===== config.mk =====
export PLATFORM = sky130hd
export DESIGN_NAME = dmem_seg_ctrl
export DESIGN_NICKNAME = d
export VERILOG_FILES = /design/src/rtl/dmem_pkg.sv /design/src/rtl/dmem_decode.sv /design/src/rtl/dmem_ram.sv /design/src/rtl/dmem_regs.sv /design/src/rtl/dmem_seg_ctrl.sv
export SDC_FILE = /design/constraint.sdc
export NUM_CORES = 2
export LEC_CHECK = 0
export BUFFER_PORTS_ARGS = -buffer_cell sky130_fd_sc_hd__buf_4
export CAP_MARGIN = 20
export CORE_ASPECT_RATIO = 0.6
export CORE_MARGIN = 10
export CORE_UTILIZATION = 56
export DETAILED_ROUTE_END_ITERATION = 7
export PLACE_DENSITY = 0.76
export SLEW_MARGIN = 10
export SYNTH_ARGS = -nofsm -noshare
export SYNTH_HDL_FRONTEND = slang
export SYNTH_SLANG_ARGS = --single-unit

===== constraint.sdc =====
create_clock -name clk -period 3.3 [get_ports clk]
set_input_delay 0.495 -clock clk [delete_from_list [all_inputs] [get_ports clk]]
set_output_delay 0.495 -clock clk [all_outputs]
set_load 0.03 [all_outputs]

===== src/rtl/dmem_pkg.sv =====
package dmem_pkg;
  typedef enum logic [1:0] {
    TGT_RAM  = 2'd0,
    TGT_REG  = 2'd1,
    TGT_EXT  = 2'd2,
    TGT_NONE = 2'd3
  } tgt_e;
endpackage


===== src/rtl/dmem_decode.sv =====
module dmem_decode
  import dmem_pkg::*;
#(
  parameter int DW        = 8,
  parameter int EXT_SEG   = 1,
  parameter int BASE_LAST = 'h6F,
  parameter int REG_BASE  = 'hF0
) (
  input  logic [DW-1:0]   addr,
  input  logic            stack,
  input  logic [DW-1:0]   seg_s,
  output logic [2*DW-1:0] phys,
  output tgt_e            tgt,
  output logic [DW-1:0]   ram_idx
);
  localparam int OW = DW - 1;
  logic [DW-1:0] seg;
  logic [OW-1:0] off;

  always_comb begin
    off     = addr[OW-1:0];
    seg     = stack ? '0 : seg_s;
    ram_idx = '0;
    if (addr[DW-1]) begin
      phys = {{DW{1'b0}}, addr};
      tgt  = (int'(addr) >= REG_BASE) ? TGT_REG : TGT_EXT;
    end else begin
      phys = {seg, 1'b0, off};
      if (seg == DW'(EXT_SEG)) begin
        tgt     = TGT_RAM;
        ram_idx = {1'b1, off};
      end else if (seg == '0 && int'(off) <= BASE_LAST) begin
        tgt     = TGT_RAM;
        ram_idx = {1'b0, off};
      end else begin
        tgt = TGT_NONE;
      end
    end
  end
endmodule


===== src/rtl/dmem_ram.sv =====
module dmem_ram #(
  parameter int DW = 8,
  parameter int AW = 8
) (
  input  logic          clk,
  input  logic          we,
  input  logic [AW-1:0] addr,
  input  logic [DW-1:0] wdata,
  output logic [DW-1:0] rdata
);
  localparam int DEPTH = 1 << AW;
  logic [DW-1:0] mem [DEPTH];

  always_ff @(posedge clk) begin
    if (we) mem[addr] <= wdata;
    rdata <= mem[addr];
  end
endmodule


===== src/rtl/dmem_regs.sv =====
module dmem_regs #(
  parameter int DW       = 8,
  parameter int NREG     = 16,
  parameter int SP_RESET = 'h6F
) (
  input  logic                    clk,
  input  logic                    rst,
  input  logic                    we,
  input  logic                    dec,
  input  logic                    stack,
  input  logic [$clog2(NREG)-1:0] idx,
  input  logic [DW-1:0]           wdata,
  output logic [DW-1:0]           rdata,
  output logic                    zero,
  output logic [DW-1:0]           ptr_x,
  output logic [DW-1:0]           ptr_sp,
  output logic [DW-1:0]           ptr_b,
  output logic [DW-1:0]           seg_s
);
  localparam int IW     = $clog2(NREG);
  localparam int SLOT_X = NREG - 4;
  localparam int SLOT_P = NREG - 3;
  localparam int SLOT_B = NREG - 2;
  localparam int SLOT_S = NREG - 1;

  logic [DW-1:0] regs [NREG];
  logic [DW-1:0] cur, nxt;
  logic          s_guard;

  assign cur     = regs[idx];
  assign nxt     = cur - 1'b1;
  assign s_guard = stack && (idx == IW'(SLOT_S));

  always_ff @(posedge clk) begin
    if (rst) begin
      regs[SLOT_X] <= '0;
      regs[SLOT_P] <= DW'(SP_RESET);
      regs[SLOT_B] <= '0;
      regs[SLOT_S] <= '0;
      zero         <= 1'b0;
      rdata        <= '0;
    end else begin
      if (dec && !s_guard)     regs[idx] <= nxt;
      else if (we && !s_guard) regs[idx] <= wdata;
      zero  <= dec && (nxt == '0);
      rdata <= dec ? nxt : cur;
    end
  end

  assign ptr_x  = regs[SLOT_X];
  assign ptr_sp = regs[SLOT_P];
  assign ptr_b  = regs[SLOT_B];
  assign seg_s  = regs[SLOT_S];

  // the zero flag agrees with the value returned by the decrement
  a_r10_dec_zero: assert property (@(posedge clk) disable iff (rst)
    dec |=> (zero == (rdata == '0)));
  // a stack-type write never alters the segment register
  a_r3_stack_keeps_s: assert property (@(posedge clk) disable iff (rst)
    (we && s_guard) |=> (seg_s == $past(seg_s)));
endmodule


===== src/rtl/dmem_seg_ctrl.sv =====
module dmem_seg_ctrl
  import dmem_pkg::*;
#(
  parameter int DW        = 8,
  parameter int EXT_SEG   = 1,
  parameter int BASE_LAST = 'h6F,
  parameter int REG_BASE  = 'hF0,
  parameter int SP_RESET  = 'h6F
) (
  input  logic            clk,
  input  logic            rst,
  input  logic            acc_en,
  input  logic            acc_we,
  input  logic            acc_dec,
  input  logic            acc_stack,
  input  logic [7:0]      acc_addr,
  input  logic [7:0]      acc_wdata,
  output logic [7:0]      rd_data,
  output logic [15:0]     phys_addr,
  output logic            unmapped,
  output logic            dec_zero,
  output logic [7:0]      ptr_x,
  output logic [7:0]      ptr_sp,
  output logic [7:0]      ptr_b,
  output logic [7:0]      seg_s,
  output logic            ext_sel,
  output logic            ext_rd,
  output logic            ext_wr,
  output logic [6:0]      ext_addr,
  output logic [7:0]      ext_wdata,
  input  logic [7:0]      ext_rdata
);
  localparam int NREG = 256 - REG_BASE;
  localparam int IW   = $clog2(NREG);

  tgt_e          tgt, tgt_q;
  logic [15:0]   phys;
  logic [7:0]    ram_idx, ram_q, reg_q, ext_q;
  logic          wr_op, rd_op;

  assign wr_op = acc_en && acc_we && !acc_dec;
  assign rd_op = acc_en && !wr_op;

  dmem_decode #(.DW(DW), .EXT_SEG(EXT_SEG), .BASE_LAST(BASE_LAST), .REG_BASE(REG_BASE)) u_dec (
    .addr(acc_addr), .stack(acc_stack), .seg_s(seg_s),
    .phys(phys), .tgt(tgt), .ram_idx(ram_idx)
  );

  dmem_ram #(.DW(DW), .AW(DW)) u_ram (
    .clk(clk), .we(wr_op && tgt == TGT_RAM), .addr(ram_idx),
    .wdata(acc_wdata), .rdata(ram_q)
  );

  dmem_regs #(.DW(DW), .NREG(NREG), .SP_RESET(SP_RESET)) u_regs (
    .clk(clk), .rst(rst),
    .we(wr_op && tgt == TGT_REG),
    .dec(acc_en && acc_dec && tgt == TGT_REG),
    .stack(acc_stack), .idx(acc_addr[IW-1:0]), .wdata(acc_wdata),
    .rdata(reg_q), .zero(dec_zero),
    .ptr_x(ptr_x), .ptr_sp(ptr_sp), .ptr_b(ptr_b), .seg_s(seg_s)
  );

  assign ext_sel   = acc_en && tgt == TGT_EXT;
  assign ext_rd    = ext_sel && rd_op;
  assign ext_wr    = ext_sel && wr_op;
  assign ext_addr  = acc_addr[6:0];
  assign ext_wdata = acc_wdata;

  always_ff @(posedge clk) begin
    if (rst) begin
      tgt_q     <= TGT_NONE;
      phys_addr <= '0;
      unmapped  <= 1'b0;
      ext_q     <= '0;
    end else begin
      tgt_q    <= acc_en ? tgt : TGT_NONE;
      unmapped <= acc_en && tgt == TGT_NONE;
      if (acc_en) phys_addr <= phys;
      if (ext_rd) ext_q <= ext_rdata;
    end
  end

  always_comb begin
    unique case (tgt_q)
      TGT_RAM: rd_data = ram_q;
      TGT_REG: rd_data = reg_q;
      TGT_EXT: rd_data = ext_q;
      default: rd_data = '0;
    endcase
  end

  // lower half, non-stack, is extended by the current segment register
  a_r1_lower_ext: assert property (@(posedge clk) disable iff (rst)
    (acc_en && !acc_addr[7] && !acc_stack) |=>
      (phys_addr == {$past(seg_s), 1'b0, $past(acc_addr[6:0])}));
  // upper half stays in the base page
  a_r2_upper_fixed: assert property (@(posedge clk) disable iff (rst)
    (acc_en && acc_addr[7]) |=> (phys_addr[15:8] == 8'h00));
  // stack accesses resolve into segment 0
  a_r3_stack_seg0: assert property (@(posedge clk) disable iff (rst)
    (acc_en && acc_stack) |=> (phys_addr[15:8] == 8'h00));
  // an unmapped access reads as zero
  a_r7_unmapped_zero: assert property (@(posedge clk) disable iff (rst)
    unmapped |-> (rd_data == 8'h00));
  // peripheral strobes only inside the peripheral window
  a_r8_ext_window: assert property (@(posedge clk) disable iff (rst)
    (ext_rd || ext_wr) |-> (acc_addr >= 8'h80 && acc_addr < 8'hF0));
endmodule


After elaboration in Yosys (flattened, before gate mapping) --
Memories as Yosys holds them, arrays and structs flattened. A register that Yosys moved wholly into a read port is not among the register bits. Index checks and enable logic that the tools add are counted.
Word-level totals: bits in registers 36, RAM bits 2176, output and inout bits 76, memories 2
Memories:
- u_ram.mem | words 256, width 8, rd ports 1, clocked after Yosys merged registers in 1, write ports 1, RTL line dmem_ram.sv:12 | logic [DW-1:0] mem [DEPTH];
- u_regs.regs | words 16, width 8, rd ports 5, clocked after Yosys merged registers in 0, write ports 4, RTL line dmem_regs.sv:26 | logic [DW-1:0] regs [NREG];
Cells by class: add/subtract/negate cells 1, $lt $le $gt $ge 2, equal/unequal tests 7, muxes and demuxes 26, bitwise operators 2, reduce and logical (&&, ||, !) cells 25
Operator list (number):
- 2-to-1 mux 8 bit | 6
- one-hot mux 8 bit (3 select lines) | 1
- logical AND 1 bit | 16
- logical NOT 8 bit | 2
- 2-to-1 mux 16 bit | 1
- 2-to-1 mux 1 bit | 12
- equality test 8 x 1 -> 1 bit (second input constant) | 1
- greater-or-equal comparator 8 bit (second input constant) | 1
- 2-to-1 mux 2 bit | 4
- OR reduction 8 bit | 1
- subtractor 8 x 1 -> 8 bit (second input constant) | 1
- <= comparator 7 bit (second input constant) | 1
- 2-to-1 mux 7 bit | 1
- equality test 2 bit (second input constant) | 3
- equality test 2 x 1 -> 1 bit (second input constant) | 2
- equality test 4 bit (second input constant) | 1
- logical NOT 2 bit | 2
- 2-to-1 mux 4 bit | 1
- logical NOT 1 bit | 3
- OR reduction 2 bit | 1
- inverter 1 bit | 1
- OR 1 bit | 1

Longest topological paths before layout --
An unclocked memory read counts as a cell.
depth in word-level cells 17, mapped depth 15

Cells and area by module --
From an unflattened synthesis, not the netlist that was laid out.
Unflattened totals: cells, all modules 4076, area total of the unflattened synthesis 86001.2 um2
Modules (own cells, without submodules):
- dmem_ram | instances 1, cells each 3547, area each 78492.8 um2
- dmem_regs | instances 1, cells each 348, area each 5854.4 um2
- dmem_seg_ctrl | instances 1, cells each 145, area each 1326.3 um2
- dmem_decode | instances 1, cells each 36, area each 327.8 um2

Worst setup path before layout --
Ideal clock, no wire load.
path type reg-to-reg, from memory u_regs.regs[15][4], to memory u_ram.mem[217][0] (enable), library setup time 383 ps, arrival 3388 ps, path slack -471 ps, cell stages (with the launch flop) 10, path buffers 2, period minus slack after synthesis 3771 ps, cell sequence edfxtp_1 or4_4 a21o_1 buf_2 nor2_1 nand2_1 nor2_1 clkbuf_1 nand3_1 nor3_1
RTL lines (RTL line):
- start, declared | dmem_regs.sv:26
- end, declared | dmem_ram.sv:12

==> results.toml <==
[run_status]
outcome = "finished, violations left"
violations = "setup timing"

[floorplan]
initial_core_util = 0.566
design.die.area_um2 = 160000
coreArea_um2 = 143000
die_h_um = 314
io-pin-count = 106
dieWidth_um = 510
num_rows = 107

[route]
vias = 53762
ant_nets = 0
dr.pass1.iters = 8
drt-total-wl_mm = 256
vias_per_cell = 7.07
wl_per_cell_um = 33.6
drc = 0
drtIter0Drc = 10006

[timing]
fmax_mhz = 249
setup_viol = 1228
whs_ps = 113
tightest_slew_ps = 931
slew_headroom = 0.379
setup_ws_ps = -716
hold_violations = 0
rsz0062_at_grt = "yes"
slew_viol_final = 0
clock_skew_ps = 20.7
finalCriticalPeriod_ps = 4020
fin_crit_sh = 1.22

[cells_and_area]
drive_gt1_frac = 0.310
nets = 5593
layout_common_cells = "edfxtp_1, buf_4, a22o_1"
final_common_cell = "edfxtp_1"
utilization = 0.700
fin_cells = 7608
syn_to_final_growth_pct = 23.7

[logic_synthesis]
ys_types = 69
yosysTopAreaCell = "edfxtp_1"
ys_seq_area_frac = 0.791
ys_ff_latch = 2140
synth_edf_count = 2096
synth-main-ff-cell = "edfxtp_1"
synth_top_cells_by_area = "edfxtp_1, a22o_1, a221oi_1, a22oi_1, nor2_1"
yosys.area.top_type_share = 0.780
yosys_warnings = 0
ys_async_sr_fraction = 0
synth_cells = 4618
netlist_area_um2 = 80700
postSynthAreaPerCell_um2 = 17.5

[hold_path]
worstHoldEndpoint = "unmapped$_SDFF_PP0_"
hp-start = "acc_addr[7]"
min_path_cells = 3
hold_path_class = "in -> reg"

[worst_setup_path]
crit_arrival_ps = 4680
end_kind = "register"
cp_max_fo = 13
r2r-end = "u_ram.rdata[3]$_DFF_P_"
worst_r2r_startpoint = "u_regs.regs[15][4]$_SDFFCE_PN0P_"
r2r_slack_ps = -720
crit_required_ps = 3970
critPathKind = "reg -> reg"
ff2ff_path_depth = 14
startpoint_type = "register"

[placement]
place.port_buffers = 105
dp_hpwl_mm = 161
placed_cells = 7238
place_congestion = 0.959

[clock_tree]
worstSkewPairLatency_ps = 800
clk_pin_slew_ps = 70
cts_root_buffer = "clkbuf_16"
cts_buffer_depth = 3
cts_max_level = 4
cts_buffers = 173
cts_tree = "done"
cts.sinks = 2140

[grt]
grt.total_usage = 0.306
antenna_found_initial = 7
grt_pass1_wl_mm = 360
grt.overflow.total = 0
grt_max_degree = 100
grt_pass1_vias = 50870

[power]
peakVddDrop_mv = 0.480
p_per_area_nw_per_um2 = 536
leakagePower_nw = 33.8

[flow_run]
timing.max_cap.violations = 0
-- synth_stat cells (all sizes together) (5+ instances only) --
master,count
a211oi,8
a21oi,130
a221oi,364
a222oi,5
a22o,366
a22oi,212
a41oi,13
and2,5
and3,12
buf,229
clkbuf,146
dfxtp,44
edfxtp,2096
inv,13
mux2i,27
mux4,40
nand2,63
nand2b,18
nand3,36
nand4,45
nor2,312
nor2b,9
nor3,31
nor4,18
o2111ai,12
o21ai,80
o21bai,30
o22ai,185
o311ai,10
xor2,5
-- sequential cells by signal (all words and copies together), names as in the netlist --
name,count
u_regs.rdata,8
u_regs.regs,128
u_regs.zero,1
u_ram.rdata,8
ext_q,8
tgt_q,2
u_ram.mem,1968
unmapped,1
phys_addr,16
-- worst max-delay path, cell delays in order (launching register included) --
cell	delay, ps
edfxtp_1	380
or4_4	590
a211o_1	310
or2_4	270
buf_8	180
buf_6	180
buf_4	170
a22o_1	170
a221oi_1	380
o22ai_2	170
nor2_1	200
buf_4	160
o221ai_2	170
buf_4	190
a2111o_1	340
-- worst max-delay path by stage --
stage	to	slack [ps]	startpoint	cells after the start
4_1_cts	u_ram.rdata[3]$_DFF_P_	-590	u_regs.regs[15][6]$_SDFFCE_PN0P_	13
6_report	u_ram.rdata[3]$_DFF_P_	-720	u_regs.regs[15][4]$_SDFFCE_PN0P_	14
3_3_place_gp	u_ram.rdata[2]$_DFF_P_	-780	u_regs.regs[15][4]$_SDFFCE_PN0P_	13
3_5_place_dp	u_ram.rdata[2]$_DFF_P_	-780	u_regs.regs[15][4]$_SDFFCE_PN0P_	13
2_1_floorplan	u_ram.mem[230][0]$_DFFE_PP_	-190	u_regs.regs[15][4]$_SDFFCE_PN0P_	10
5_1_grt	u_ram.rdata[3]$_DFF_P_	-780	u_regs.regs[15][4]$_SDFFCE_PN0P_	14
-- repair_timing --
action / CTS / global route
hold buffers: 8 / 0
pin swaps: 33 / 48
endpoints found under the hold margin: 8 / 0
gates resized for setup: 197 / 202
setup buffers: 22 / 22
endpoints found under the setup margin: 1651 / 1355
cloned: 8 / 2
-- through the flow --
stage	setup WS (ps)	power (mW)	cell area [um2]	setup TNS, ps
final	-716	53.5	99900	-77190
after global routing	-783	54.5	99900	-142840
after CTS	-594	53.1	98700	-10420
after detailed placement	-784	33.5	92100	-372680
after global placement	-782	33.4	92100	-313160
after floorplan	-193	31.8	81700	-83710
-- final cells by class --
type                            instances  area, um2
Sequential cell                      2140      63800
Timing Repair Buffer                 1094      10700
Antenna cell                            3       7.51
Timing Repair inverter                  2       15.0
Tap cell                             1907       2390
Multi-Input combinational cell       2137      17600
Inverter                               13       58.8
Clock buffer                          231       4710
Fill cell                            8188      42700
Clock inverter                         81        621
-- power breakdown --
group | leakage (nW) | total (mW) | switching [mW] | internal [mW]
clock network | 2.60 | 20.2 | 9.51 | 10.7
registers | 19.3 | 30.0 | 0.0610 | 29.9
logic | 12.0 | 3.31 | 2.13 | 1.18
-- metal layers --
layer / wire (um) / GRT usage
met3: 45600 / 0.125
met4: 10300 / 0.106
met1: 90700 / 0.432
met2: 109000 / 0.433
met5: 58 / 0
-- cell families (layout without fill, tap and decap cells) --
kind of cell	after synthesis	after routing	synth area share
flops	2140	2140	0.791
compound gates	1441	1441	0.139
simple gates	568	568	0.0319
buf+inv	388	1421	0.0224
mux	69	69	0.0148
xor+xnor	9	9	0.000976
fa+ha+maj	2	2	0.000310
other cells	1	51	0.0000465
Note: power is estimated with default switching activity, not from simulation.
